## config.mk

```make
export PLATFORM = sky130hd
export DESIGN_NAME = envelope_search_detector
export DESIGN_NICKNAME = d
export VERILOG_FILES = /design/src/rtl/env_det_pkg.sv /design/src/rtl/env_run_counter.sv /design/src/rtl/env_period_meter.sv /design/src/rtl/envelope_search_detector.sv
export SDC_FILE = /design/constraint.sdc
export NUM_CORES = 1
export LEC_CHECK = 0
export CORE_MARGIN = 5
export CORE_UTILIZATION = 55
export CTS_BUF_LIST = sky130_fd_sc_hd__clkbuf_16
export DETAILED_ROUTE_END_ITERATION = 8
export PLACE_DENSITY = 0.78
export SETUP_SLACK_MARGIN = 0.3
export SLEW_MARGIN = 25
export SYNTH_ARGS = -nofsm -noshare
export SYNTH_HDL_FRONTEND = slang
export SYNTH_HIERARCHICAL = 1
export SYNTH_SLANG_ARGS = --single-unit
```

## constraint.sdc

```tcl
create_clock -name clk -period 2.9 [get_ports clk]
set_input_delay 0.435 -clock clk [delete_from_list [all_inputs] [get_ports clk]]
set_output_delay 0.435 -clock clk [all_outputs]
set_load 0.05 [all_outputs]
```

## src/rtl/env_det_pkg.sv

```systemverilog
// Shared widths, types and the range-steering rule for the envelope detector.
package env_det_pkg;
    localparam int CNT_W = 5;
    localparam int RNG_W = 2;

    typedef logic [CNT_W-1:0] cnt_t;
    typedef logic [RNG_W-1:0] rng_t;

    localparam cnt_t CNT_MAX = '1;
    localparam rng_t RNG_MAX = '1;

    // Pick the range for the next measurement from the count just published.
    function automatic rng_t next_range(input cnt_t cnt, input rng_t rng, input cnt_t hi_lim);
        if (cnt == '0 && rng != RNG_MAX)
            return rng + rng_t'(1);
        else if (cnt > hi_lim && rng != '0)
            return rng - rng_t'(1);
        else
            return rng;
    endfunction
endpackage

```

## src/rtl/env_run_counter.sv

```systemverilog
// Counts block ticks while the envelope sits at LEVEL. It saturates at THRESH
// and clears whenever the envelope leaves LEVEL or the block is disabled.
// Assumes blk_tick is a single-cycle pulse.
module env_run_counter #(
    parameter int   THRESH = 8,
    parameter logic LEVEL  = 1'b1
) (
    input  logic clk,
    input  logic rst_n,
    input  logic enable,
    input  logic env_in,
    input  logic blk_tick,
    output logic full
);
    localparam int RW = $clog2(THRESH + 1);
    localparam logic [RW-1:0] LIMIT = RW'(THRESH);

    logic [RW-1:0] run_q;

    // Run-length counter for one envelope level.
    always_ff @(posedge clk) begin
        if (!rst_n || !enable)
            run_q <= '0;
        else if (env_in != LEVEL)
            run_q <= '0;
        else if (blk_tick && run_q != LIMIT)
            run_q <= run_q + RW'(1);
    end

    assign full = (run_q == LIMIT);

    // The run is cleared one edge after the envelope leaves LEVEL.
    p_run_clear_r3: assert property (@(posedge clk) disable iff (!rst_n)
        (enable && env_in != LEVEL) |=> (run_q == '0));
endmodule

```

## src/rtl/env_period_meter.sv

```systemverilog
// Measures the clock-cycle spacing of rising envelope edges with a prescaler
// whose step is 2^(UNIT_LOG2-range) cycles. It publishes count and range on
// each edge after the first, then steers the range by one step.
// Assumes UNIT_LOG2 >= the top range (3).
module env_period_meter
    import env_det_pkg::*;
#(
    parameter int UNIT_LOG2 = 5,
    parameter int HI_LIMIT  = 17
) (
    input  logic clk,
    input  logic rst_n,
    input  logic enable,
    input  logic env_in,
    output cnt_t cnt_out,
    output rng_t rng_out,
    output logic bad_out
);
    localparam int   PRE_W = UNIT_LOG2;
    localparam cnt_t HI_LIM = cnt_t'(HI_LIMIT);

    logic             env_d;
    logic             have_prev;
    logic             rise;
    logic [PRE_W-1:0] pre_q;
    logic [PRE_W-1:0] step_last;
    logic [PRE_W:0]   step_len;
    logic [7:0]       shamt;
    cnt_t             per_q;
    rng_t             range_q;

    // Prescale step length for the range in force.
    always_comb begin
        shamt     = 8'(UNIT_LOG2) - 8'(range_q);
        step_len  = (PRE_W+1)'(1) << shamt;
        step_last = PRE_W'(step_len - (PRE_W+1)'(1));
    end

    assign rise = env_in && !env_d;

    // Edge detection, prescaling, capture and range steering.
    always_ff @(posedge clk) begin
        if (!rst_n || !enable) begin
            env_d     <= 1'b0;
            have_prev <= 1'b0;
            pre_q     <= '0;
            per_q     <= '0;
            range_q   <= '0;
            cnt_out   <= '0;
            rng_out   <= '0;
            bad_out   <= 1'b1;
        end else begin
            env_d <= env_in;
            if (rise) begin
                if (have_prev) begin
                    cnt_out <= per_q;
                    rng_out <= range_q;
                    bad_out <= (per_q == '0 && range_q == RNG_MAX) ||
                               (per_q == CNT_MAX && range_q == '0);
                    range_q <= next_range(per_q, range_q, HI_LIM);
                end
                have_prev <= 1'b1;
                pre_q     <= '0;
                per_q     <= '0;
            end else if (pre_q == step_last) begin
                pre_q <= '0;
                if (per_q != CNT_MAX)
                    per_q <= per_q + cnt_t'(1);
            end else begin
                pre_q <= pre_q + PRE_W'(1);
            end
        end
    end

    // A zero count below the top range raises the range by one.
    p_range_up_r8: assert property (@(posedge clk) disable iff (!rst_n)
        (enable && rise && have_prev && per_q == '0 && range_q != RNG_MAX)
        |=> (!enable || range_q == $past(range_q) + rng_t'(1)));

    // A count above the limit above the bottom range lowers it by one.
    p_range_down_r9: assert property (@(posedge clk) disable iff (!rst_n)
        (enable && rise && have_prev && per_q > HI_LIM && range_q != '0)
        |=> (!enable || range_q == $past(range_q) - rng_t'(1)));

    // The range only moves on a capture edge.
    p_range_hold_r7: assert property (@(posedge clk) disable iff (!rst_n)
        (enable && !rise) |=> (!enable || $stable(range_q)));
endmodule

```

## src/rtl/envelope_search_detector.sv

```systemverilog
// Search-mode envelope detector. Two run counters (high and low level) drive
// the mutually exclusive label and virgin flags. A period meter produces the
// auto-ranging speed word. Everything is quiet and cleared outside search mode.
// Assumes env_in is already synchronous to clk and blk_tick is a one-cycle pulse.
module envelope_search_detector
    import env_det_pkg::*;
#(
    parameter int BLOCK_THRESH = 8,
    parameter int UNIT_LOG2    = 5,
    parameter int HI_LIMIT     = 17
) (
    input  logic             clk,
    input  logic             rst_n,
    input  logic             search_en,
    input  logic             env_in,
    input  logic             blk_tick,
    output logic             env_out,
    output logic             label_flag,
    output logic             virgin_flag,
    output logic [CNT_W-1:0] speed_count,
    output logic [RNG_W-1:0] speed_range,
    output logic             speed_invalid
);
    logic [1:0] run_full;   // [1] high-level run full, [0] low-level run full
    logic       label_q;
    logic       virgin_q;
    logic       bad_q;

    // One run counter per envelope level.
    for (genvar g = 0; g < 2; g++) begin : g_run
        env_run_counter #(
            .THRESH (BLOCK_THRESH),
            .LEVEL  (g[0])
        ) u_run (
            .clk      (clk),
            .rst_n    (rst_n),
            .enable   (search_en),
            .env_in   (env_in),
            .blk_tick (blk_tick),
            .full     (run_full[g])
        );
    end

    // Region flags: a full high run means label, a full low run means virgin.
    always_ff @(posedge clk) begin
        if (!rst_n || !search_en) begin
            label_q  <= 1'b0;
            virgin_q <= 1'b0;
        end else if (run_full[1]) begin
            label_q  <= 1'b1;
            virgin_q <= 1'b0;
        end else if (run_full[0]) begin
            label_q  <= 1'b0;
            virgin_q <= 1'b1;
        end
    end

    env_period_meter #(
        .UNIT_LOG2 (UNIT_LOG2),
        .HI_LIMIT  (HI_LIMIT)
    ) u_meter (
        .clk     (clk),
        .rst_n   (rst_n),
        .enable  (search_en),
        .env_in  (env_in),
        .cnt_out (speed_count),
        .rng_out (speed_range),
        .bad_out (bad_q)
    );

    assign env_out       = env_in && search_en;
    assign label_flag    = label_q;
    assign virgin_flag   = virgin_q;
    assign speed_invalid = bad_q || !label_q;

    // Never both region flags at once.
    p_flags_exclusive_r6: assert property (@(posedge clk) disable iff (!rst_n)
        !(label_flag && virgin_flag));

    // Leaving search mode silences the flags on the next edge.
    p_quiet_off_r1: assert property (@(posedge clk) disable iff (!rst_n)
        !search_en |=> (!label_flag && !virgin_flag));

    // Label only rises after a full high run.
    p_label_rise_r3: assert property (@(posedge clk) disable iff (!rst_n)
        $rose(label_flag) |-> $past(run_full[1]));

    // Virgin only rises after a full low run.
    p_virgin_rise_r5: assert property (@(posedge clk) disable iff (!rst_n)
        $rose(virgin_flag) |-> $past(run_full[0]));
endmodule

```

==> results.toml <==
[synth]
synth_nets = 196
ys_seq_elements = 32
async_reset_ff_share_pct = 0
synth_top_area_share_pct = 40.7
netlist_instances = 182
syn_area_mm2 = 0.00158
syn_area_per_cell_um2 = 8.66
synth-edff-count = 0
synth.distinct_cells = 43
synth.area.top_cells = "dfxtp_1 41%, ha_1 7.1%, nand2_1 6.2%"
yosysTopAreaCell = "dfxtp_1"
ys_warn_count = 6
ys.flop_type = "dfxtp_1"
ys_seq_area_share_pct = 40.7

[sta]
tns_ns = 0
skew_ns = 0.00187
setup_violations = 0
hold_violations = 0
fmax_ghz = 0.420
tightest_slew_ns = 0.965
period_needed_ns = 2.38
maxSlewHeadroom_pct = 35.2
period_share_pct = 82.0
drv_slew = 0
rsz0062_at_grt = "false"
fin_ws_ns = 0.521

[power_and_ir_drop]
p_comb_share_pct = 3.8
total_power_w = 0.000974
p_sw_w = 0.000206
p_int_w = 0.000768
p_per_area_mw_per_mm2 = 520
p_clk_share_pct = 50.3
p_leak_nw = 0.664
power_frac_seq_pct = 45.9
swShare_pct = 21.1
worst_ir_drop_vdd_uv = 487

[placed_design]
pre_cts_slack_ns = 0.527
finalWeightedCongestion = 0.844
dpl_cell_area_mm2 = 0.00174
detailed_place_hpwl_mm = 2.35
port_buffers = 15

[critical_path]
critPathMaxFanout = 6
crit_arrival_ns = 1.94
r2r_start = "u_meter/per_q[0]"
crit_required_ns = 2.47
r2r_cells = 6
worst_setup_path_end_kind = "output pin"
crit_type = "primary input to output pin"
r2r_end = "u_meter/per_q[3]"
endpoint = "env_out"
worstSetupStartpointType = "primary input"
startpoint = "search_en"
reg2reg_slack_ns = 0.75

[routing]
first_iter_violations = 86
ant_nets = 0
drt-vias-per-instance = 5.71
wl_per_cell_um = 13.8
drc = 0
finalWirelength_mm = 3.18
dr.pass1.iters = 6
vias = 1318

[floorplanning]
die_h_um = 63.5
dieArea_mm2 = 0.00403
die_x_um = 63.5
start_util_pct = 57.1
io_pins = 16
rows = 19
coreArea_mm2 = 0.00276

[global_route]
grtUsageTotal_pct = 17.4
antenna_found_initial = 0
grt_remaining_overflow = 0
grt_max_degree = 15
grt_pass1_vias = 1317
grt_pass1_wl_mm = 5.66

[cts]
holdBufCountCts = 0
cts.clk_slew.worst_paths_ns = 0.05
cts_buffers = 5
tritoncts = "built"
cts-root-buf = "clkbuf_16"
clk_latency_ns = 0.27
cts_sinks = 32
htreeDepth = 2
cts_resized = 0
cts_setup_buffers = 0
clock_path_buffers = 2

[finish]
fin_nets = 213
area_growth_pct = 19.0
post-route-util_pct = 68.0
n_antenna_cell = 0
fillers = 221
mostFrequentLayoutCells = "32 x dfxtp_1, 26 x nand2_1, 17 x a21oi_1"
drive_gt1_share_pct = 10.0
final_area_mm2 = 0.00187
final_common_cell = "dfxtp_1"

[status]
status = "completed"

[min_path]
hp-class = "flop to flop"

[run]
cap_violations = 0
==> power groups by stage <==
stage	logic [W]	registers, W	clock network, W
after floorplan	0.0000224	0.000455	0
after global placement	0.0000350	0.000456	0
after detailed placement	0.0000369	0.000456	0
after CTS	0.0000372	0.000447	0.000502
after global routing	0.0000407	0.000447	0.000529
final	0.0000374	0.000447	0.000490
==> critical path, cell delays in order <==
cell and delay, ns:
clkdlybuf4s50_1 0.55, and2_1 0.16, clkdlybuf4s50_1 0.80
==> cell families after synthesis <==
group,count (synthesis),share of synthesized area [%]
muxes,1,0.635
adders and majority gates,9,7.15
DFF,32,40.7
buffers and inverters,17,4.69
and+or+nand+nor,81,29.1
AOI/OAI and AO/OA,36,14.5
xor gates and xnor gates,6,3.34
==> stage by stage <==
| stage | std cells | hold slack [ns] |
|---|---|---|
| final | 231 | 0.454 |
| after global routing | 231 | 0.486 |
| after CTS | 231 | 0.460 |
| after detailed placement | 223 | 0.453 |
| after global placement | 223 | 0.442 |
| after floorplan | 182 | 0.426 |
==> cells in the mapped netlist, types with 3 or more instances <==
library cell	n
nor2_1	13
ha_1	9
nand3_1	9
a21oi_1	17
nand2_1	26
dfxtp_1	32
inv_1	10
o21ai_0	5
xor2_1	4
a21oi_2	3
nor3_1	3
or3_1	5
==> flip-flops by register name, indices dropped and copies added (netlist names) <==
register	count
g_run.u_run/run_q	8
label_flag	1
u_meter/bad_out	1
u_meter/cnt_out	5
u_meter/env_d	1
u_meter/have_prev	1
u_meter/per_q	5
u_meter/pre_q	5
u_meter/range_q	2
u_meter/rng_out	2
virgin_flag	1
==> routing by layer <==
layer / part of all wire, % / wire length [um] / global-route usage, %
met5: 0 / 0 / 0
met4: 0.75 / 24 / 7.79
met3: 2.5 / 78 / 4.44
met2: 51 / 1620 / 30.6
met1: 46 / 1460 / 19.4
==> final cells by class <==
cell class                 instances  area (um2)  share of cell area [%]
multi-input combinational        133         861                    45.9
sequential                        32         641                    34.2
timing repair buffer              15         150                    8.01
clock buffer                       5         125                    6.68
inverter                          12        45.0                    2.40
tap                               31        38.8                    2.07
clock inverter                     3        13.8                   0.734
==> worst min path at each step <==
stage               cells past startpoint                 end  slack, ns          startpoint
floorplan                               1     u_meter/bad_out       0.43     u_meter/bad_out
CTS                                     2  u_meter/rng_out[1]       0.46  u_meter/rng_out[1]
detailed placement                      2  u_meter/rng_out[1]       0.45  u_meter/rng_out[1]
finish                                  2  u_meter/rng_out[1]       0.45  u_meter/rng_out[1]
global route                            1     u_meter/bad_out       0.49     u_meter/bad_out
global placement                        2  u_meter/rng_out[0]       0.44  u_meter/rng_out[0]
Note: power is estimated with default switching activity, not from simulation.
